## config.mk

```make
export PLATFORM = sky130hd
export DESIGN_NAME = memtest_sequencer
export DESIGN_NICKNAME = d
export VERILOG_FILES = /design/src/rtl/memseq_pkg.sv /design/src/rtl/memseq_cmd_in.sv /design/src/rtl/memseq_engine.sv /design/src/rtl/memseq_tally.sv /design/src/rtl/memtest_sequencer.sv
export SDC_FILE = /design/constraint.sdc
export NUM_CORES = 1
export LEC_CHECK = 0
export BUFFER_PORTS_ARGS = -buffer_cell sky130_fd_sc_hd__buf_2
export CORE_UTILIZATION = 53
export CTS_BUF_LIST = sky130_fd_sc_hd__clkbuf_4
export DETAILED_ROUTE_END_ITERATION = 10
export PLACE_DENSITY = 0.79
export SYNTH_ARGS = -nofsm -noshare
export SYNTH_HDL_FRONTEND = slang
export SYNTH_SLANG_ARGS = --single-unit
export TNS_END_PERCENT = 30
```

## constraint.sdc

```tcl
create_clock -name clk -period 2.4 [get_ports clk]
set_clock_uncertainty 0.05 [all_clocks]
set_input_delay 0.36 -clock clk [delete_from_list [all_inputs] [get_ports clk]]
set_output_delay 0.36 -clock clk [all_outputs]
set_load 0.03 [all_outputs]
```

## src/rtl/memseq_pkg.sv

```systemverilog
package memseq_pkg;
  typedef enum logic [2:0] {
    OP_INIT    = 3'd0,
    OP_READ    = 3'd1,
    OP_WRITE   = 3'd2,
    OP_DEALLOC = 3'd3,
    OP_END     = 3'd4
  } op_e;

  typedef enum logic [2:0] {
    ST_IDLE,
    ST_WR,
    ST_RD,
    ST_BWR,
    ST_BRD,
    ST_PROBE
  } st_e;
endpackage

```

## src/rtl/memseq_cmd_in.sv

```systemverilog
module memseq_cmd_in #(
  parameter int ADDR_W = 10,
  parameter int DATA_W = 16
) (
  input  logic              clk,
  input  logic              rst_n,
  input  logic [2:0]        op_in,
  input  logic [ADDR_W-1:0] addr_in,
  input  logic [DATA_W-1:0] data_in,
  input  logic              evt_in,
  input  logic              eng_idle,
  output logic              ready,
  output logic              acc_valid,
  output logic [2:0]        acc_op,
  output logic [ADDR_W-1:0] acc_addr,
  output logic [DATA_W-1:0] acc_data
);
  logic last_evt;

  assign ready = eng_idle && !acc_valid;

  always_ff @(posedge clk) begin
    if (!rst_n) begin
      last_evt  <= 1'b0;
      acc_valid <= 1'b0;
      acc_op    <= '0;
      acc_addr  <= '0;
      acc_data  <= '0;
    end else begin
      acc_valid <= 1'b0;
      if (ready && (evt_in != last_evt)) begin
        last_evt  <= evt_in;
        acc_valid <= 1'b1;
        acc_op    <= op_in;
        acc_addr  <= addr_in;
        acc_data  <= data_in;
      end
    end
  end

  // a taken command is never followed by another on the next cycle
  a_r2_no_back_to_back: assert property (@(posedge clk) disable iff (!rst_n)
    acc_valid |=> !acc_valid);

  // after a take, the stored event bit matches the flag that was offered
  a_r2_flip_consumed: assert property (@(posedge clk) disable iff (!rst_n)
    (ready && (evt_in != last_evt)) |=> (last_evt == $past(evt_in)));
endmodule

```

## src/rtl/memseq_engine.sv

```systemverilog
module memseq_engine
  import memseq_pkg::*;
#(
  parameter int              ADDR_W  = 10,
  parameter int              DATA_W  = 16,
  parameter int              PAGE_W  = 4,
  parameter int              RD_LAT  = 2,
  parameter logic [DATA_W-1:0] PATTERN = 16'hA5C3
) (
  input  logic              clk,
  input  logic              rst_n,
  input  logic              acc_valid,
  input  logic [2:0]        acc_op,
  input  logic [ADDR_W-1:0] acc_addr,
  input  logic [DATA_W-1:0] acc_data,
  output logic              eng_idle,
  output logic [ADDR_W-1:0] mem_addr,
  output logic [DATA_W-1:0] mem_d,
  output logic              mem_rnw,
  output logic              mem_release,
  input  logic [DATA_W-1:0] mem_q,
  input  logic              mem_q_known,
  output logic              err_pulse,
  output logic [ADDR_W-1:0] err_addr,
  output logic [DATA_W-1:0] err_data,
  output logic              tally_clr,
  output logic              end_pulse
);
  localparam int PG_W   = ADDR_W - PAGE_W;
  localparam int IDX_W  = PAGE_W + 1;
  localparam int WALK   = 2 ** IDX_W;
  localparam int LAT_W  = (RD_LAT > 1) ? $clog2(RD_LAT) : 1;
  localparam logic [IDX_W-1:0] IDX_LAST = IDX_W'(WALK - 1);
  localparam logic [LAT_W-1:0] LAT_LAST = LAT_W'(RD_LAT - 1);

  function automatic logic [DATA_W-1:0] pat(input logic [ADDR_W-1:0] a);
    return DATA_W'(a) ^ PATTERN;
  endfunction

  function automatic logic [ADDR_W-1:0] walk_addr(input logic [PG_W-1:0] pg,
                                                  input logic [IDX_W-1:0] i);
    logic [PG_W-1:0] p;
    p = pg + PG_W'(i[PAGE_W]);
    return {p, i[PAGE_W-1:0]};
  endfunction

  st_e               state;
  logic [PG_W-1:0]   base_pg;
  logic [IDX_W-1:0]  idx;
  logic [LAT_W-1:0]  lat;
  logic [DATA_W-1:0] exp_data;
  logic              exp_known;

  logic [IDX_W-1:0]  idx_nxt;
  logic [ADDR_W-1:0] addr_nxt;
  logic [ADDR_W-1:0] init_addr;
  logic [ADDR_W-1:0] probe_addr;
  logic [PG_W-1:0]   probe_pg;
  logic              miss;
  logic              reading;

  always_comb begin
    idx_nxt    = idx + 1'b1;
    addr_nxt   = walk_addr(base_pg, idx_nxt);
    init_addr  = {acc_addr[ADDR_W-1:PAGE_W], PAGE_W'(0)};
    probe_pg   = base_pg + PG_W'(2);
    probe_addr = {probe_pg, PAGE_W'(0)};
    miss       = exp_known ? (!mem_q_known || (mem_q != exp_data)) : mem_q_known;
    reading    = (state == ST_RD) || (state == ST_BRD) || (state == ST_PROBE);
  end

  assign eng_idle = (state == ST_IDLE);

  always_ff @(posedge clk) begin
    if (!rst_n) begin
      state       <= ST_IDLE;
      base_pg     <= '0;
      idx         <= '0;
      lat         <= '0;
      exp_data    <= '0;
      exp_known   <= 1'b1;
      mem_addr    <= '0;
      mem_d       <= '0;
      mem_rnw     <= 1'b1;
      mem_release <= 1'b0;
      err_pulse   <= 1'b0;
      err_addr    <= '0;
      err_data    <= '0;
      tally_clr   <= 1'b0;
      end_pulse   <= 1'b0;
    end else begin
      mem_release <= 1'b0;
      err_pulse   <= 1'b0;
      tally_clr   <= 1'b0;
      end_pulse   <= 1'b0;
      case (state)
        ST_IDLE: if (acc_valid) begin
          case (acc_op)
            OP_WRITE: begin
              mem_addr <= acc_addr;
              mem_d    <= acc_data;
              mem_rnw  <= 1'b0;
              state    <= ST_WR;
            end
            OP_READ: begin
              mem_addr  <= acc_addr;
              exp_data  <= acc_data;
              exp_known <= 1'b1;
              lat       <= '0;
              state     <= ST_RD;
            end
            OP_DEALLOC: mem_release <= 1'b1;
            OP_END:     end_pulse   <= 1'b1;
            OP_INIT: begin
              tally_clr <= 1'b1;
              base_pg   <= acc_addr[ADDR_W-1:PAGE_W];
              idx       <= '0;
              mem_addr  <= init_addr;
              mem_d     <= pat(init_addr);
              mem_rnw   <= 1'b0;
              state     <= ST_BWR;
            end
            default: ;
          endcase
        end
        ST_WR: begin
          mem_rnw <= 1'b1;
          state   <= ST_IDLE;
        end
        ST_BWR: begin
          if (idx == IDX_LAST) begin
            idx       <= '0;
            mem_rnw   <= 1'b1;
            mem_addr  <= walk_addr(base_pg, '0);
            exp_data  <= pat(walk_addr(base_pg, '0));
            exp_known <= 1'b1;
            lat       <= '0;
            state     <= ST_BRD;
          end else begin
            idx      <= idx_nxt;
            mem_addr <= addr_nxt;
            mem_d    <= pat(addr_nxt);
          end
        end
        ST_RD, ST_BRD, ST_PROBE: begin
          if (lat != LAT_LAST) begin
            lat <= lat + 1'b1;
          end else begin
            lat       <= '0;
            err_pulse <= miss;
            if (miss) begin
              err_addr <= mem_addr;
              err_data <= mem_q;
            end
            if (state == ST_BRD) begin
              if (idx == IDX_LAST) begin
                mem_addr  <= probe_addr;
                exp_known <= 1'b0;
                state     <= ST_PROBE;
              end else begin
                idx      <= idx_nxt;
                mem_addr <= addr_nxt;
                exp_data <= pat(addr_nxt);
              end
            end else begin
              state <= ST_IDLE;
            end
          end
        end
        default: state <= ST_IDLE;
      endcase
    end
  end

  // a single write strobe returns to read on the next cycle
  a_r4_write_single: assert property (@(posedge clk) disable iff (!rst_n)
    (state == ST_WR) |=> (mem_rnw && (state == ST_IDLE)));

  // the address stays put and in read mode while the read settles
  a_r5_addr_hold: assert property (@(posedge clk) disable iff (!rst_n)
    (reading && (lat != '0)) |-> ($stable(mem_addr) && mem_rnw));

  // the fill only ever touches the two selected pages
  a_r8_fill_pages: assert property (@(posedge clk) disable iff (!rst_n)
    (state == ST_BWR) |-> ((mem_addr[ADDR_W-1:PAGE_W] == base_pg) ||
                           (mem_addr[ADDR_W-1:PAGE_W] == base_pg + PG_W'(1))));

  // the release request lasts one cycle
  a_r9_release_pulse: assert property (@(posedge clk) disable iff (!rst_n)
    mem_release |=> !mem_release);

  // a report appears only right after a sampling cycle of a read
  a_r6_report_after_sample: assert property (@(posedge clk) disable iff (!rst_n)
    err_pulse |-> $past(reading && (lat == LAT_LAST)));
endmodule

```

## src/rtl/memseq_tally.sv

```systemverilog
module memseq_tally #(
  parameter int ERR_W = 16
) (
  input  logic             clk,
  input  logic             rst_n,
  input  logic             clr,
  input  logic             end_pulse,
  input  logic             err_pulse,
  output logic [ERR_W-1:0] err_count,
  output logic             done,
  output logic             pass
);
  localparam logic [ERR_W-1:0] CNT_MAX = '1;

  always_ff @(posedge clk) begin
    if (!rst_n) begin
      err_count <= '0;
      done      <= 1'b0;
    end else if (clr) begin
      err_count <= '0;
      done      <= 1'b0;
    end else begin
      if (err_pulse && (err_count != CNT_MAX)) err_count <= err_count + 1'b1;
      if (end_pulse) done <= 1'b1;
    end
  end

  assign pass = done && (err_count == '0);

  // the counter holds at its top value
  a_r7_saturate: assert property (@(posedge clk) disable iff (!rst_n)
    ((err_count == CNT_MAX) && !clr) |=> (err_count == CNT_MAX));

  // without a miscompare or a clear the total does not move
  a_r7_quiet_hold: assert property (@(posedge clk) disable iff (!rst_n)
    (!clr && !err_pulse) |=> $stable(err_count));

  // done is sticky until the next init
  a_r10_done_sticky: assert property (@(posedge clk) disable iff (!rst_n)
    (done && !clr) |=> done);
endmodule

```

## src/rtl/memtest_sequencer.sv

```systemverilog
module memtest_sequencer
  import memseq_pkg::*;
#(
  parameter int                ADDR_W  = 10,
  parameter int                DATA_W  = 16,
  parameter int                PAGE_W  = 4,
  parameter int                RD_LAT  = 2,
  parameter int                ERR_W   = 16,
  parameter logic [DATA_W-1:0] PATTERN = 16'hA5C3
) (
  input  logic              clk,
  input  logic              rst_n,
  input  logic [2:0]        cmd_op,
  input  logic [ADDR_W-1:0] cmd_addr,
  input  logic [DATA_W-1:0] cmd_data,
  input  logic              cmd_evt,
  output logic              cmd_ready,
  output logic [ADDR_W-1:0] mem_addr,
  output logic [DATA_W-1:0] mem_d,
  output logic              mem_rnw,
  output logic              mem_release,
  input  logic [DATA_W-1:0] mem_q,
  input  logic              mem_q_known,
  output logic              err_pulse,
  output logic [ADDR_W-1:0] err_addr,
  output logic [DATA_W-1:0] err_data,
  output logic [ERR_W-1:0]  err_count,
  output logic              done,
  output logic              pass
);
  logic              eng_idle;
  logic              acc_valid;
  logic [2:0]        acc_op;
  logic [ADDR_W-1:0] acc_addr;
  logic [DATA_W-1:0] acc_data;
  logic              tally_clr;
  logic              end_pulse;

  memseq_cmd_in #(.ADDR_W(ADDR_W), .DATA_W(DATA_W)) u_cmd (
    .clk(clk), .rst_n(rst_n),
    .op_in(cmd_op), .addr_in(cmd_addr), .data_in(cmd_data), .evt_in(cmd_evt),
    .eng_idle(eng_idle), .ready(cmd_ready),
    .acc_valid(acc_valid), .acc_op(acc_op), .acc_addr(acc_addr), .acc_data(acc_data)
  );

  memseq_engine #(
    .ADDR_W(ADDR_W), .DATA_W(DATA_W), .PAGE_W(PAGE_W),
    .RD_LAT(RD_LAT), .PATTERN(PATTERN)
  ) u_eng (
    .clk(clk), .rst_n(rst_n),
    .acc_valid(acc_valid), .acc_op(acc_op), .acc_addr(acc_addr), .acc_data(acc_data),
    .eng_idle(eng_idle),
    .mem_addr(mem_addr), .mem_d(mem_d), .mem_rnw(mem_rnw), .mem_release(mem_release),
    .mem_q(mem_q), .mem_q_known(mem_q_known),
    .err_pulse(err_pulse), .err_addr(err_addr), .err_data(err_data),
    .tally_clr(tally_clr), .end_pulse(end_pulse)
  );

  memseq_tally #(.ERR_W(ERR_W)) u_tally (
    .clk(clk), .rst_n(rst_n),
    .clr(tally_clr), .end_pulse(end_pulse), .err_pulse(err_pulse),
    .err_count(err_count), .done(done), .pass(pass)
  );

  // no command can be taken while an operation is in flight
  a_r2_busy_blocks: assert property (@(posedge clk) disable iff (!rst_n)
    !eng_idle |-> !cmd_ready);
endmodule

```

==> load_flow_metrics.sql <==
INSERT INTO impl_metrics (metric_group, metric, value, unit) VALUES
('outcome', 'outcome', 'finished clean', ''),
('setup_path', 'criticalPathCategory', 'reg -> out', ''),
('global_routing', 'grt_overflow_total', '0', ''),
('power_and_ir_drop', 'static_leakage_power', '3.41', 'nW'),
('logic_synthesis', 'syn_avg_cell_area', '7.99', 'sq um'),
('min_path', 'worstHoldPathCells', '2', ''),
('setup_path', 'worst-r2r-setup-slack', '0.15', 'ns'),
('setup_path', 'crit_path_max_fanout', '13', ''),
('die', 'std_cell_rows', '42', ''),
('cells_and_area', 'layoutNonFillerInstCount', '1235', ''),
('power_and_ir_drop', 'worst_ir_drop_on_vdd', '0.000578', 'V'),
('timing', 'period_minus_slack', '2.31', 'ns'),
('logic_synthesis', 'yosysWarningCount', '0', ''),
('clock_tree', 'cts_buffers', '17', ''),
('clock_tree', 'htree_num_levels', '4', ''),
('global_routing', 'grt_usage', '29.1', '%'),
('timing', 'slew_headroom', '56.8', '%'),
('power_and_ir_drop', 'total_power', '7.13', 'mW'),
('timing', 'layout_setup_ws', '0.0919', 'ns'),
('run', 'max-cap-violations', '0', ''),
('routing', 'wl_per_cell', '16.2', 'microns'),
('setup_path', 'r2r.worst_path.cells', '7', ''),
('place', 'finalWeightedCongestion', '0.940', ''),
('routing', 'drtPass1Iterations', '5', ''),
('routing', 'route.detailed.drc', '0', ''),
('logic_synthesis', 'synth_top_cells_by_area', 'sky130_fd_sc_hd__dfxtp_1 38%, sky130_fd_sc_hd__nand2_1 8.0%, sky130_fd_sc_hd__a21oi_1 4.5%', ''),
('clock_tree', 'cts.root.buffer_cell', 'sky130_fd_sc_hd__clkbuf_4', ''),
('routing', 'route.final.wire_length', '20100', 'microns'),
('logic_synthesis', 'synthesis.area', '0.00717', 'sq mm'),
('logic_synthesis', 'synthCells', '897', ''),
('die', 'die_width', '118', 'microns'),
('die', 'dieHeight', '118', 'microns'),
('die', 'ioPinCount', '123', ''),
('global_routing', 'grt_start_max_net_pins', '73', ''),
('timing', 'final.hold.worst_slack', '0.111', 'ns'),
('setup_path', 'worst-endpoint-required', '1.99', 'ns'),
('timing', 'fin_crit_sh', '96.2', '%'),
('place', 'place.port_buffers', '122', ''),
('logic_synthesis', 'yosys.area.top_type', 'sky130_fd_sc_hd__dfxtp_1', ''),
('min_path', 'hp-class', 'in -> reg', ''),
('logic_synthesis', 'ys_seq_elements', '137', ''),
('timing', 'max_freq', '433', 'MHz'),
('timing', 'final-setup-viol-count', '0', ''),
('logic_synthesis', 'synth_async_sr_flop_share', '0', '%'),
('power_and_ir_drop', 'power-per-cell-area', '812', 'mW/mm^2'),
('logic_synthesis', 'syn_nets', '953', ''),
('setup_path', 'critical_path.endpoint_type', 'output port', ''),
('timing', 'rsz_0062_raised_after_global_routing', 'no', ''),
('die', 'core', '0.0132', 'sq mm'),
('logic_synthesis', 'synth_enable_flop_cells', '0', ''),
('setup_path', 'r2r_end', 'u_eng.exp_data[4]$_SDFFE_PN0P_', ''),
('timing', 'count_of_endpoints_failing_hold_in_the_final_timing_report', '0', ''),
('global_routing', 'grt_pass1_vias', '6423', ''),
('setup_path', 'worstSetupStartpointType', 'register', ''),
('timing', 'timing_worst_slew_pin_value', '0.647', 'ns'),
('logic_synthesis', 'yosysTopAreaCellShare', '38.3', '%'),
('setup_path', 'worstSetupStartpoint', 'u_eng.state[0]$_SDFFE_PN0P_', ''),
('setup_path', 'critical_path_arrival', '1.90', 'ns'),
('global_routing', 'global_route_wire_length_before_repair', '32500', 'microns'),
('min_path', 'hold-path-endpoint', 'u_eng.exp_known$_SDFFE_PN1P_', ''),
('routing', 'vias_per_cell', '5.82', ''),
('clock_tree', 'clock_tree.buffer_depth', '2', ''),
('setup_path', 'worst_r2r_startpoint', 'u_eng.state[1]$_SDFFE_PN0P_', ''),
('clock_tree', 'cts.sink_count', '137', ''),
('routing', 'dr_total_vias', '7187', ''),
('global_routing', 'number_of_antenna_violations_at_the_first_check_in_global_routing', '0', ''),
('logic_synthesis', 'synth.distinct_cells', '68', ''),
('die', 'initial_core_utilization', '54.1', '%'),
('cells_and_area', 'flow.area_growth_from_synthesis', '22.5', '%'),
('cells_and_area', 'number_of_antenna_repair_diodes', '0', ''),
('cells_and_area', 'drive_above_1_share', '22.4', '%');
[layer usage]
| metal | track usage (%) | share of wire, % |
|---|---|---|
| met5 | 0 | 0 |
| met4 | 9.86 | 1.9 |
| met3 | 6.37 | 6.8 |
| met2 | 46.5 | 46 |
| met1 | 38.7 | 45 |
[cells in the final DEF (no fill, tap or decap), types with 5 or more instances in the layout]
| master | count |
|---|---|
| sky130_fd_sc_hd__buf_4 | 47 |
| sky130_fd_sc_hd__a31oi_1 | 6 |
| sky130_fd_sc_hd__o211ai_1 | 30 |
| sky130_fd_sc_hd__nand3_1 | 21 |
| sky130_fd_sc_hd__o21ai_0 | 18 |
| sky130_fd_sc_hd__a211oi_1 | 15 |
| sky130_fd_sc_hd__nand3b_1 | 6 |
| sky130_fd_sc_hd__nand4_1 | 29 |
| sky130_fd_sc_hd__nand2_1 | 152 |
| sky130_fd_sc_hd__buf_2 | 121 |
| sky130_fd_sc_hd__inv_1 | 6 |
| sky130_fd_sc_hd__o2111ai_1 | 13 |
| sky130_fd_sc_hd__mux2i_1 | 30 |
| sky130_fd_sc_hd__dlygate4sd3_1 | 30 |
| sky130_fd_sc_hd__xnor2_1 | 24 |
| sky130_fd_sc_hd__clkinvlp_4 | 5 |
| sky130_fd_sc_hd__nand2b_1 | 8 |
| sky130_fd_sc_hd__nor2b_1 | 9 |
| sky130_fd_sc_hd__and3_1 | 23 |
| sky130_fd_sc_hd__a21oi_1 | 65 |
| sky130_fd_sc_hd__clkbuf_4 | 19 |
| sky130_fd_sc_hd__nand4b_1 | 11 |
| sky130_fd_sc_hd__nor2_1 | 74 |
| sky130_fd_sc_hd__xor2_1 | 14 |
| sky130_fd_sc_hd__dfxtp_1 | 134 |
| sky130_fd_sc_hd__nor3_1 | 47 |
[critical path, stage by stage (launching register included)]
cell and delay [ns]:
sky130_fd_sc_hd__dfxtp_2 0.40, sky130_fd_sc_hd__buf_4 0.21, sky130_fd_sc_hd__or3_4 0.41, sky130_fd_sc_hd__nor2_4 0.14, sky130_fd_sc_hd__buf_4 0.18
[how the worst max path moves through the flow]
stage,end,slack (ns),cells after the start
floorplan,u_eng.exp_data[5]$_SDFFE_PN0P_,0.03,10
global placement,u_eng.exp_data[5]$_SDFFE_PN0P_,0.04,10
detailed placement,u_eng.exp_data[8]$_SDFFE_PN0P_,-0.03,10
CTS,cmd_ready,-0.01,4
global route,cmd_ready,0.02,4
finish,cmd_ready,0.09,4
[stage by stage]
stage / TNS [ns] / area, sq um / util, %
after floorplan: 0 / 7170 / -
after global placement: 0 / 8110 / 61.3
after detailed placement: -0.0334 / 8110 / 61.3
after CTS: -0.0122 / 8710 / 65.8
after global routing: 0 / 8780 / 66.3
final: 0 / 8780 / 66.3
[flip-flops by register name, indices dropped and copies added, names as in the netlist, 3 cells and up]
name	flops
u_eng.idx	5
u_cmd.acc_op	3
u_eng.err_addr	10
u_tally.err_count	16
u_eng.mem_addr	10
u_cmd.acc_addr	10
u_eng.exp_data	16
u_eng.err_data	16
u_eng.mem_d	16
u_eng.state	3
u_eng.base_pg	6
u_cmd.acc_data	16
[logic make-up after synthesis]
logic type / synth area share (%)
compound gates: 18.2
flops: 38.3
buf+inv: 4.78
fa+ha+maj: 1.22
mux: 4.66
xor+xnor: 4.76
simple gates: 28.2
[Yosys cell counts, drive strengths merged (4+ instances only)]
| cell type | number |
|---|---|
| nor3 | 48 |
| a311oi | 5 |
| nand4 | 29 |
| nor2 | 77 |
| a21oi | 67 |
| xnor2 | 24 |
| a31oi | 6 |
| a221oi | 5 |
| nor3b | 4 |
| buf | 18 |
| nand2b | 8 |
| a211oi | 15 |
| xor2 | 15 |
| nand2 | 154 |
| mux2i | 30 |
| nor4b | 4 |
| o21ai | 19 |
| nor2b | 10 |
| nand4b | 11 |
| ha | 7 |
| inv | 7 |
| and3 | 23 |
| dfxtp | 137 |
| o211ai | 30 |
| nand3b | 6 |
| nand3 | 22 |
| and4 | 4 |
| o2111ai | 13 |
| clkbuf | 54 |
[what timing repair did]
item | CTS | global route
hold buffers | 30 | 0
setup buffers | 0 | 0
hold endpoints to repair | 30 | 0
pin swaps | 0 | 4
endpoints found under the setup margin | 5 | 23
resized for setup | 6 | 18
[area by class of cell]
| cell class | instances | area (sq um) |
|---|---|---|
| inverter | 7 | 26.3 |
| sequential | 137 | 2750 |
| multi-input combinational | 681 | 4180 |
| clock buffer | 19 | 143 |
| fill | 1147 | 4460 |
| timing repair buffer | 202 | 1330 |
| clock inverter | 13 | 130 |
| tap | 176 | 220 |
[power breakdown]
| group | switching, mW | total, mW | internal, mW |
|---|---|---|---|
| logic | 1.67 | 2.68 | 1.01 |
| clock network | 0.850 | 1.48 | 0.628 |
| registers | 0.365 | 2.97 | 2.61 |
| total | 2.88 | 7.13 | 4.25 |
Note: power is estimated with default switching activity, not from simulation.
